[src/rtl/fpx_trap_pkg.sv]
package fpx_trap_pkg;

   localparam int FLAG_W  = 6;
   localparam int SUM_W   = FLAG_W + 1;

   localparam int BIT_INV = 0;
   localparam int BIT_DZE = 1;
   localparam int BIT_OVF = 2;
   localparam int BIT_UNF = 3;
   localparam int BIT_INE = 4;
   localparam int BIT_IOV = 5;
   localparam int BIT_SWC = FLAG_W;

   typedef enum logic [1:0] {
      OPK_FLAGS      = 2'd0,
      OPK_SCREEN_ARI = 2'd1,
      OPK_SCREEN_CMP = 2'd2,
      OPK_NONE       = 2'd3
   } op_kind_e;

   typedef logic [FLAG_W-1:0] flag_vec_t;
   typedef logic [SUM_W-1:0]  summary_t;

endpackage

[src/rtl/fpx_flag_policy.sv]
module fpx_flag_policy
   import fpx_trap_pkg::*;
(
   input  flag_vec_t flags,
   input  flag_vec_t ignore_mask,
   input  flag_vec_t enable_mask,
   input  logic      swc,
   input  logic      user_mode,
   output logic      trap,
   output summary_t  summary
);

   flag_vec_t kept;
   flag_vec_t kept_enabled;

   always_comb begin
      kept         = flags & ~ignore_mask;
      kept_enabled = kept & enable_mask;
      summary      = '0;
      if (!swc) begin
         // plain rule: enable mask is not consulted
         trap                 = |kept;
         summary[FLAG_W-1:0]  = kept;
      end else begin
         // software completion: policy depends on privilege mode
         trap                 = user_mode ? |kept_enabled : |kept;
         summary[FLAG_W-1:0]  = kept_enabled;
         summary[BIT_SWC]     = 1'b1;
      end
   end

endmodule

[src/rtl/fpx_operand_screen.sv]
module fpx_operand_screen
   import fpx_trap_pkg::*;
#(
   parameter int EXP_W       = 11,
   parameter int FRAC_W      = 52,
   parameter bit SWC_LITERAL = 1'b1,
   localparam int OPD_W      = 1 + EXP_W + FRAC_W
)(
   input  logic [OPD_W-1:0] operand,
   input  logic             is_compare,
   input  logic             swc,
   input  logic             flush_inputs,
   output logic             trap,
   output logic             set_invalid,
   output summary_t         summary
);

   logic [EXP_W-1:0]  exp_f;
   logic [FRAC_W-1:0] frac_f;
   logic              exp_zero;
   logic              exp_ones;
   logic              frac_nz;
   logic              subnormal;
   logic              swc_tiny;

   assign exp_f     = operand[OPD_W-2 -: EXP_W];
   assign frac_f    = operand[FRAC_W-1:0];
   assign exp_zero  = (exp_f == '0);
   assign exp_ones  = (exp_f == '1);
   assign frac_nz   = (frac_f != '0);
   assign subnormal = exp_zero && frac_nz;

   generate
      if (SWC_LITERAL) begin : g_swc_arith
         // doubled operand minus one, compared unsigned against 2^(F+1)-1
         logic [OPD_W-1:0] twice_m1;
         logic [OPD_W-1:0] limit;
         assign twice_m1 = {operand[OPD_W-2:0], 1'b0} - {{(OPD_W-1){1'b0}}, 1'b1};
         assign limit    = {{(OPD_W-FRAC_W-1){1'b0}}, {(FRAC_W+1){1'b1}}};
         assign swc_tiny = (twice_m1 < limit);
      end else begin : g_swc_field
         assign swc_tiny = subnormal;
      end
   endgenerate

   always_comb begin
      trap        = 1'b0;
      set_invalid = 1'b0;
      summary     = '0;
      if (swc) begin
         if (swc_tiny && !flush_inputs) begin
            trap              = 1'b1;
            summary[BIT_INV]  = 1'b1;
            summary[BIT_SWC]  = 1'b1;
         end
      end else if (subnormal) begin
         trap             = 1'b1;
         summary[BIT_INV] = 1'b1;
      end else if (exp_ones && (frac_nz || !is_compare)) begin
         trap             = 1'b1;
         set_invalid      = 1'b1;
         summary[BIT_INV] = 1'b1;
      end
   end

endmodule

[src/rtl/fpx_reg_onehot.sv]
module fpx_reg_onehot #(
   parameter int NUM_REGS = 32,
   localparam int REG_W   = $clog2(NUM_REGS)
)(
   input  logic [REG_W-1:0]    dest,
   output logic [NUM_REGS-1:0] onehot
);

   generate
      for (genvar i = 0; i < NUM_REGS; i++) begin : g_dec
         assign onehot[i] = (dest == REG_W'(i));
      end
   endgenerate

endmodule

[src/rtl/fpx_trap_ctrl.sv]
module fpx_trap_ctrl
   import fpx_trap_pkg::*;
#(
   parameter int EXP_W       = 11,
   parameter int FRAC_W      = 52,
   parameter int NUM_REGS    = 32,
   parameter bit SWC_LITERAL = 1'b1,
   localparam int OPD_W      = 1 + EXP_W + FRAC_W,
   localparam int REG_W      = $clog2(NUM_REGS)
)(
   input  logic                clk,
   input  logic                rst_n,
   input  logic                op_valid,
   input  logic [1:0]          op_kind,
   input  logic [FLAG_W-1:0]   flags,
   input  logic [FLAG_W-1:0]   ignore_mask,
   input  logic [FLAG_W-1:0]   enable_mask,
   input  logic [REG_W-1:0]    dest_reg,
   input  logic                swc,
   input  logic                user_mode,
   input  logic                flush_inputs,
   input  logic [OPD_W-1:0]    operand,
   input  logic                sticky_wr,
   input  logic [FLAG_W-1:0]   sticky_wdata,
   output logic                trap_pulse,
   output logic [SUM_W-1:0]    trap_summary,
   output logic [NUM_REGS-1:0] trap_regmask,
   output logic [FLAG_W-1:0]   sticky
);

   generate
      if (NUM_REGS < 2 || NUM_REGS > 64) begin : g_bad_regs
         $error("fpx_trap_ctrl: NUM_REGS must lie in 2..64");
      end
      if (EXP_W < 2 || FRAC_W < 1) begin : g_bad_fmt
         $error("fpx_trap_ctrl: exponent and fraction fields too narrow");
      end
   endgenerate

   op_kind_e  kind;
   logic      pol_trap;
   summary_t  pol_summary;
   logic      scr_trap;
   logic      scr_set_inv;
   summary_t  scr_summary;
   logic [NUM_REGS-1:0] dest_onehot;

   logic                trap_d;
   summary_t            summary_d;
   logic [NUM_REGS-1:0] regmask_d;
   flag_vec_t           set_d;

   assign kind = op_kind_e'(op_kind);

   fpx_flag_policy u_policy (
      .flags       (flags),
      .ignore_mask (ignore_mask),
      .enable_mask (enable_mask),
      .swc         (swc),
      .user_mode   (user_mode),
      .trap        (pol_trap),
      .summary     (pol_summary)
   );

   fpx_operand_screen #(
      .EXP_W       (EXP_W),
      .FRAC_W      (FRAC_W),
      .SWC_LITERAL (SWC_LITERAL)
   ) u_screen (
      .operand      (operand),
      .is_compare   (kind == OPK_SCREEN_CMP),
      .swc          (swc),
      .flush_inputs (flush_inputs),
      .trap         (scr_trap),
      .set_invalid  (scr_set_inv),
      .summary      (scr_summary)
   );

   fpx_reg_onehot #(.NUM_REGS(NUM_REGS)) u_onehot (
      .dest   (dest_reg),
      .onehot (dest_onehot)
   );

   always_comb begin
      trap_d    = 1'b0;
      summary_d = '0;
      regmask_d = '0;
      set_d     = '0;
      if (op_valid) begin
         unique case (kind)
            OPK_FLAGS: begin
               set_d     = flags;
               trap_d    = pol_trap;
               summary_d = pol_trap ? pol_summary : '0;
               regmask_d = pol_trap ? dest_onehot : '0;
            end
            OPK_SCREEN_ARI, OPK_SCREEN_CMP: begin
               trap_d           = scr_trap;
               summary_d        = scr_summary;
               set_d[BIT_INV]   = scr_set_inv;
            end
            default: begin
               trap_d = 1'b0;
            end
         endcase
      end
   end

   always_ff @(posedge clk or negedge rst_n) begin
      if (!rst_n) begin
         trap_pulse   <= 1'b0;
         trap_summary <= '0;
         trap_regmask <= '0;
      end else begin
         trap_pulse   <= trap_d;
         trap_summary <= summary_d;
         trap_regmask <= regmask_d;
      end
   end

   always_ff @(posedge clk or negedge rst_n) begin
      if (!rst_n) begin
         sticky <= '0;
      end else if (sticky_wr || (set_d != '0)) begin
         sticky <= (sticky_wr ? sticky_wdata : sticky) | set_d;
      end
   end

endmodule

[config.mk]
export PLATFORM = sky130hd
export DESIGN_NAME = fpx_trap_ctrl
export DESIGN_NICKNAME = d
export VERILOG_FILES = /design/src/rtl/fpx_trap_pkg.sv /design/src/rtl/fpx_flag_policy.sv /design/src/rtl/fpx_operand_screen.sv /design/src/rtl/fpx_reg_onehot.sv /design/src/rtl/fpx_trap_ctrl.sv
export SDC_FILE = /design/constraint.sdc
export NUM_CORES = 1
export LEC_CHECK = 0
export BUFFER_PORTS_ARGS = -buffer_cell sky130_fd_sc_hd__buf_2
export CORE_MARGIN = 1
export CORE_UTILIZATION = 35
export DETAILED_ROUTE_END_ITERATION = 16
export HOLD_SLACK_MARGIN = 0.03
export PLACE_DENSITY = 0.6
export SKIP_CTS_REPAIR_TIMING = 1
export SLEW_MARGIN = 40
export SYNTH_ARGS = -nofsm -noshare
export SYNTH_HDL_FRONTEND = slang
export SYNTH_SLANG_ARGS = --single-unit
[constraint.sdc]
create_clock -name clk -period 1.05 [get_ports clk]
set_input_delay 0.315 -clock clk [delete_from_list [all_inputs] [get_ports clk]]
set_output_delay 0.315 -clock clk [all_outputs]
set_load 0.1 [all_outputs]
After elaboration in Yosys (flattened, before gate mapping)
Cells that the tools add are included.
Widths: inputs -> output; s select.
{"block": "classes", "addsub": 1, "n_lt_le_gt_ge": 1, "n_eq_ne": 34, "muxes": 23, "bitwise": 4, "n_reduce_logical": 15}
{"op": "$mux 32", "n": 3}
{"op": "$eq 5x5->1 const B", "n": 16}
{"op": "$lt 64x53->1 const B", "n": 1}
{"op": "$sub 64x1->64 const B", "n": 1}
{"op": "$reduce_bool 52->1", "n": 1}
{"op": "$eq 5x4->1 const B", "n": 8}
{"op": "$eq 5x3->1 const B", "n": 4}
{"op": "$mux 6", "n": 3}
{"op": "$mux 7", "n": 2}
{"op": "$pmux 7 s2", "n": 1}
{"op": "$and 6x6->6", "n": 2}
{"op": "$reduce_or 6->1", "n": 2}
{"op": "$eq 11x11->1 const B", "n": 1}
{"op": "$logic_not 11->1", "n": 1}
{"op": "$mux 1", "n": 11}
{"op": "$eq 5x2->1 const B", "n": 2}
{"op": "$not 6->6", "n": 1}
{"op": "$or 6x6->6", "n": 1}
{"op": "$reduce_bool 6->1", "n": 1}
{"op": "$eq 5x1->1 const B", "n": 1}
{"op": "$logic_not 5->1", "n": 1}
{"op": "$mux 5", "n": 1}
{"op": "$pmux 1 s2", "n": 2}
{"op": "$logic_and 1x1->1", "n": 3}
{"op": "6 further kinds", "n": 8}
{"block": "word_totals", "regBits": 46, "output_inout_bits": 46}

Logic depth before layout (Yosys ltp)
{"block": "depth", "depth_word": 11, "ltp_mapped": 10}

Modules after synthesis
From an unflattened synthesis, not the netlist that was laid out.
{"block": "unflattened", "hier_cells": 480, "hier_area_um2": 3913.8}
{"module": "fpx_operand_screen", "instances": 1, "cells_per_inst": 283, "area_each_um2": 1809.2, "seq_area_each_um2": 0.0}
{"module": "fpx_trap_ctrl", "instances": 1, "cells_per_inst": 123, "area_each_um2": 1690.4, "seq_area_each_um2": 1151.1}
{"module": "fpx_reg_onehot", "instances": 1, "cells_per_inst": 47, "area_each_um2": 221.5, "seq_area_each_um2": 0.0}
{"module": "fpx_flag_policy", "instances": 1, "cells_per_inst": 27, "area_each_um2": 192.7, "seq_area_each_um2": 0.0}

Worst setup path after synthesis
OpenSTA, ideal clock, no wires.
{"block": "synth_timing", "path_kind": "input -> register", "from": "input port operand[16]", "to": "register trap_summary[0]", "setup_ns": 0.137, "t_arrival_ns": 2.570, "required_ns": 0.913, "setup_slack_ns": -1.657, "stages": 9, "cell_sequence": "buf_2 or4_1 nand4bb_1 nor4_1 mux2_2 a2111oi_0 and4bb_1 a31o_1 o211ai_1"}
{"block": "synth_between", "elab_chain_len": 8, "word_cells_on_any_way": 13, "classes_between": "1 x add/sub; 1 x order compare; 6 x mux; 5 x reduce/logical"}
{"item": "start: declaration", "line_no": "fpx_trap_ctrl.sv:22", "source": "input logic [OPD_W-1:0] operand,"}
{"item": "parallel branches: the longest is 5 deep, another holds $sub 64x1->64"}
{"item": "$mux 1 *", "line_no": "fpx_operand_screen.sv:50", "source": "if (swc) begin"}
{"item": "$pmux 7 s2 *", "line_no": "fpx_trap_ctrl.sv:90", "source": "unique case (kind)"}
{"item": "$mux 7 *", "line_no": "fpx_trap_ctrl.sv:89", "source": "if (op_valid) begin"}
{"item": "named net summary_d[0]", "line_no": "fpx_trap_ctrl.sv:49", "source": "summary_t summary_d;"}
{"item": "end signal: assignment", "line_no": "fpx_trap_ctrl.sv:116", "source": "trap_summary <= summary_d;"}
{"item": "end: declaration", "line_no": "fpx_trap_ctrl.sv:26", "source": "output logic [SUM_W-1:0] trap_summary,"}
Mark *: on every way through the listed nets, which the timed path passes.
A chain may end at the register's enable or synchronous reset.

Worst setup path in the final report
{"block": "layout_timing", "from": "input port operand[15]", "to": "register trap_summary[0]"}
The elaborated chain is that of the path after synthesis.

==> impl_results.md <==
* CTS Root Cell: clkbuf_8
* Worst-path clk slew at 0.08 ns
* Initial antenna violation count at 0
* Synth Cell Area at 3360 um2
* Maximum net fanout on the critical path at 3
* R2r worst-path depth at 2
* Synth Area in Simple Gates at 39.0%
* Post-synthesis cell type count at 66
* Startpoint types: input port
* CTS tree: built
* Synth Register Bits at 46
* Largest area contributor in the synthesized netlist: dfrtp_1
* Clk sinks at 46
* Main combinational cell family by area after synthesis: simple AND/OR/NAND/NOR gates
* Via Count at 4421
* Max Slew Vio Count at 0
* Fmax at 0.399 GHz
* CTS buffer count at 5
* Drt initial violations at 130
* Detailed placement HPWL at 11200 um
* Register area at 1220 um2
* Core Area at 9280 um2
* Top-count cell post-synth: nor2_1
* Die X at 100 um
* Largest net degree at the start of global routing at 47
* Part of the Yosys area used for sequential elements at 34.3%
* Worst R2R End: sticky[2]
* Detailed Routing Iterations Pass 1 at 4
* Starting Density at 36.2%
* Gate power share at 37.0%
* Worst slew pin tran at 0.565 ns
* Crit share post-route at 239%
* Routed Wire Length at 13800 um
* Clk_lat worst skew at 0.29 ns
* Tmin final at 2.51 ns
* DR vias/cell at 5.36
* NumNets Final at 802
* Share of Yosys cell area claimed by the top area cell type at 34.3%
* Routed Antenna Nets at 0
* Post-synth top cells: nor2_1 (70), dfrtp_1 (46), nand2_1 (26)
* Post-route DRC at 0
* CP arrival at 2.67 ns
* Top Ports at 148
* Worst rel slew slack at 62.3%
* Net count after synthesis at 511
* Internal power at 3060 uW
* First-pass GRT wire length at 20900 um
* Setup crit end kind: flop
* GR Overflow Total at 0
* RePlAce Congestion at 0.906
* Synthesis-to-finish area growth at 101%
* VDD IR max at 0.000610 V
* Leakage at 0.00294 uW
* Layout cells sized above 1 at 63.9%
* FP Rows at 35
* Clock buffer depth at 2
* Slowest-stage cell, CP: or4_4
* Hold Path End: sticky[4]
* Top FF cell, synth: dfrtp_1
* R2r setup slk at 0.02 ns
* Xor/xnor cell area share of the yosys netlist at 3.65%
* Critical path buffer and inverter count at 1
* Syn avg cell area at 8.31 um2
* Crit path max-delay family: simple AND/OR/NAND/NOR gates
* Die area at 9990 um2
* NetSw at 1550 uW
* CP Depth at 9
* Worst path cell trace: buf_2 > or4_4 > nand4bb_4 > nor4_4 > mux2_4 > a2111oi_4 > and4bb_1 > a31o_1 > o211ai_1
* H-tree depth at 2
* Final WS setup at -1.46 ns
* Chip height at 100 um
* Area occupied by multi-input gates at 2630 um2
* Final clock skew at 0 ns
* Syn Inst Count at 404
* Placed cells at 811
* Fillers at 699
* Mux share of post-synthesis cell area at 2.50%
* Clock power share at 22.8%
* Run status: finished, violations left
* GRT Overall Usage at 26.6%
* Antenna cell count at 0
* Maxcap violations at 0
* Syn. warnings at 0
* Synth Area in Compound Gates at 16.2%
* Kind of critical path: input port to flop
* Largest stage delay, worst path at 0.53 ns
* Worst EP required at 1.21 ns
* WL/cell at 16.7 um
* PortBufs at 146
* Hold Slack at 0.255 ns
* Hold path cells at 2
* Fin cells at 825
* Failing checks: negative setup slack
* Beginning of the worst hold path: sticky_wdata[4]
* Final hold vios at 0
* Post-synthesis adder-cell area fraction at 1.86%
* Count of final setup violators at 89
* Seq pwr share at 40.2%
* Top post-synthesis cells by area: dfrtp_1 (34%), nor2_1 (7.8%), nor4_1 (3.2%)
* RSZ-0062 raised after global routing: yes
* Reg-to-reg startpoint: sticky[2]
* Net Sw Frac at 33.6%
* Hold crit path type: input port to flop
* Number of global-route vias before repair at 4538
* EDFF count, synth at 0
* PwrDens at 682 nW/um2
* Synth async-reset ratio at 100%
## layout by cell type (no fill, tap or decap), drive strengths merged, types with 6 or more instances in the layout
| cell | count |
|---|---|
| dfrtp | 46 |
| xor2 | 9 |
| a21oi | 7 |
| nor4 | 19 |
| nor2 | 70 |
| nand2b | 6 |
| and3 | 6 |
| clkbuf | 6 |
| or3 | 7 |
| nand4 | 15 |
| inv | 9 |
| nor2b | 15 |
| nand2 | 26 |
| or4 | 8 |
| o21ai | 12 |
| a2111oi | 6 |
| a31oi | 7 |
| nand3 | 16 |
| buf | 295 |
| nor3 | 26 |
## worst max path at each step
stage	slack [ns]	end	startpoint
6_report	-1.46	trap_summary[0]	operand[15]
3_3_place_gp	-1.83	trap_summary[0]	operand[15]
3_5_place_dp	-1.87	trap_summary[0]	operand[8]
2_1_floorplan	-1.48	trap_summary[0]	operand[17]
5_1_grt	-1.50	trap_summary[0]	operand[15]
4_1_cts	-1.58	trap_summary[0]	operand[15]
## state kept, by name, indices dropped and copies added, names as in the netlist
register / cells
trap_regmask: 32
trap_summary: 7
sticky: 6
trap_pulse: 1
## power groups by stage
stage	logic [uW]	clock network, uW	registers (uW)
finish	1710	1050	1850
global route	1820	1140	1860
CTS	1560	1070	1850
detailed placement	1550	0	1890
global placement	1520	0	1880
floorplan	396	0	2110
## worst reg2reg max path, stage by stage (launching register included)
cell and delay, ns:
dfrtp_4 0.50, nor2b_1 0.14, a221o_1 0.28
## area by class of cell
cell class              instances  share of cell area [%]
inverters                       9                   0.797
clock buffers                   6                    1.07
clock inverters                 2                   0.204
multi-input cells             337                    38.9
repair buffers                296                    38.6
flip-flops and latches         46                    18.1
well taps                     129                    2.39
## logic make-up (layout without fill, tap and decap cells)
kind of cell	count (synthesis)	after routing
adder cells (fa/ha/maj)	5	5
XOR/XNOR	14	14
buffers and inverters	21	313
AO/OA/AOI/OAI	73	73
multiplexers	8	8
flip-flops	46	46
AND/OR/NAND/NOR	237	237
## layer usage
metal	global-route usage (%)	vias up	part of all wire (%)
li1	-	2121	-
met1	28.9	2107	38
met2	52.9	170	55
met3	3.27	23	4.7
met4	8.37	0	2.1
met5	0	-	0
## through the flow
stage	TNS, ns	power, uW	utilization, %	setup WS (ns)	area [um2]
2_1_floorplan	-32.83	2510	-	-1.48	3550
3_3_place_gp	-45.11	3410	66.3	-1.83	6160
3_5_place_dp	-45.84	3440	66.3	-1.87	6160
4_1_cts	-41.27	4480	67.3	-1.58	6250
5_1_grt	-43.56	4810	72.7	-1.50	6750
6_report	-37.83	4610	72.7	-1.46	6750
Power figures use the tool's default switching activity.
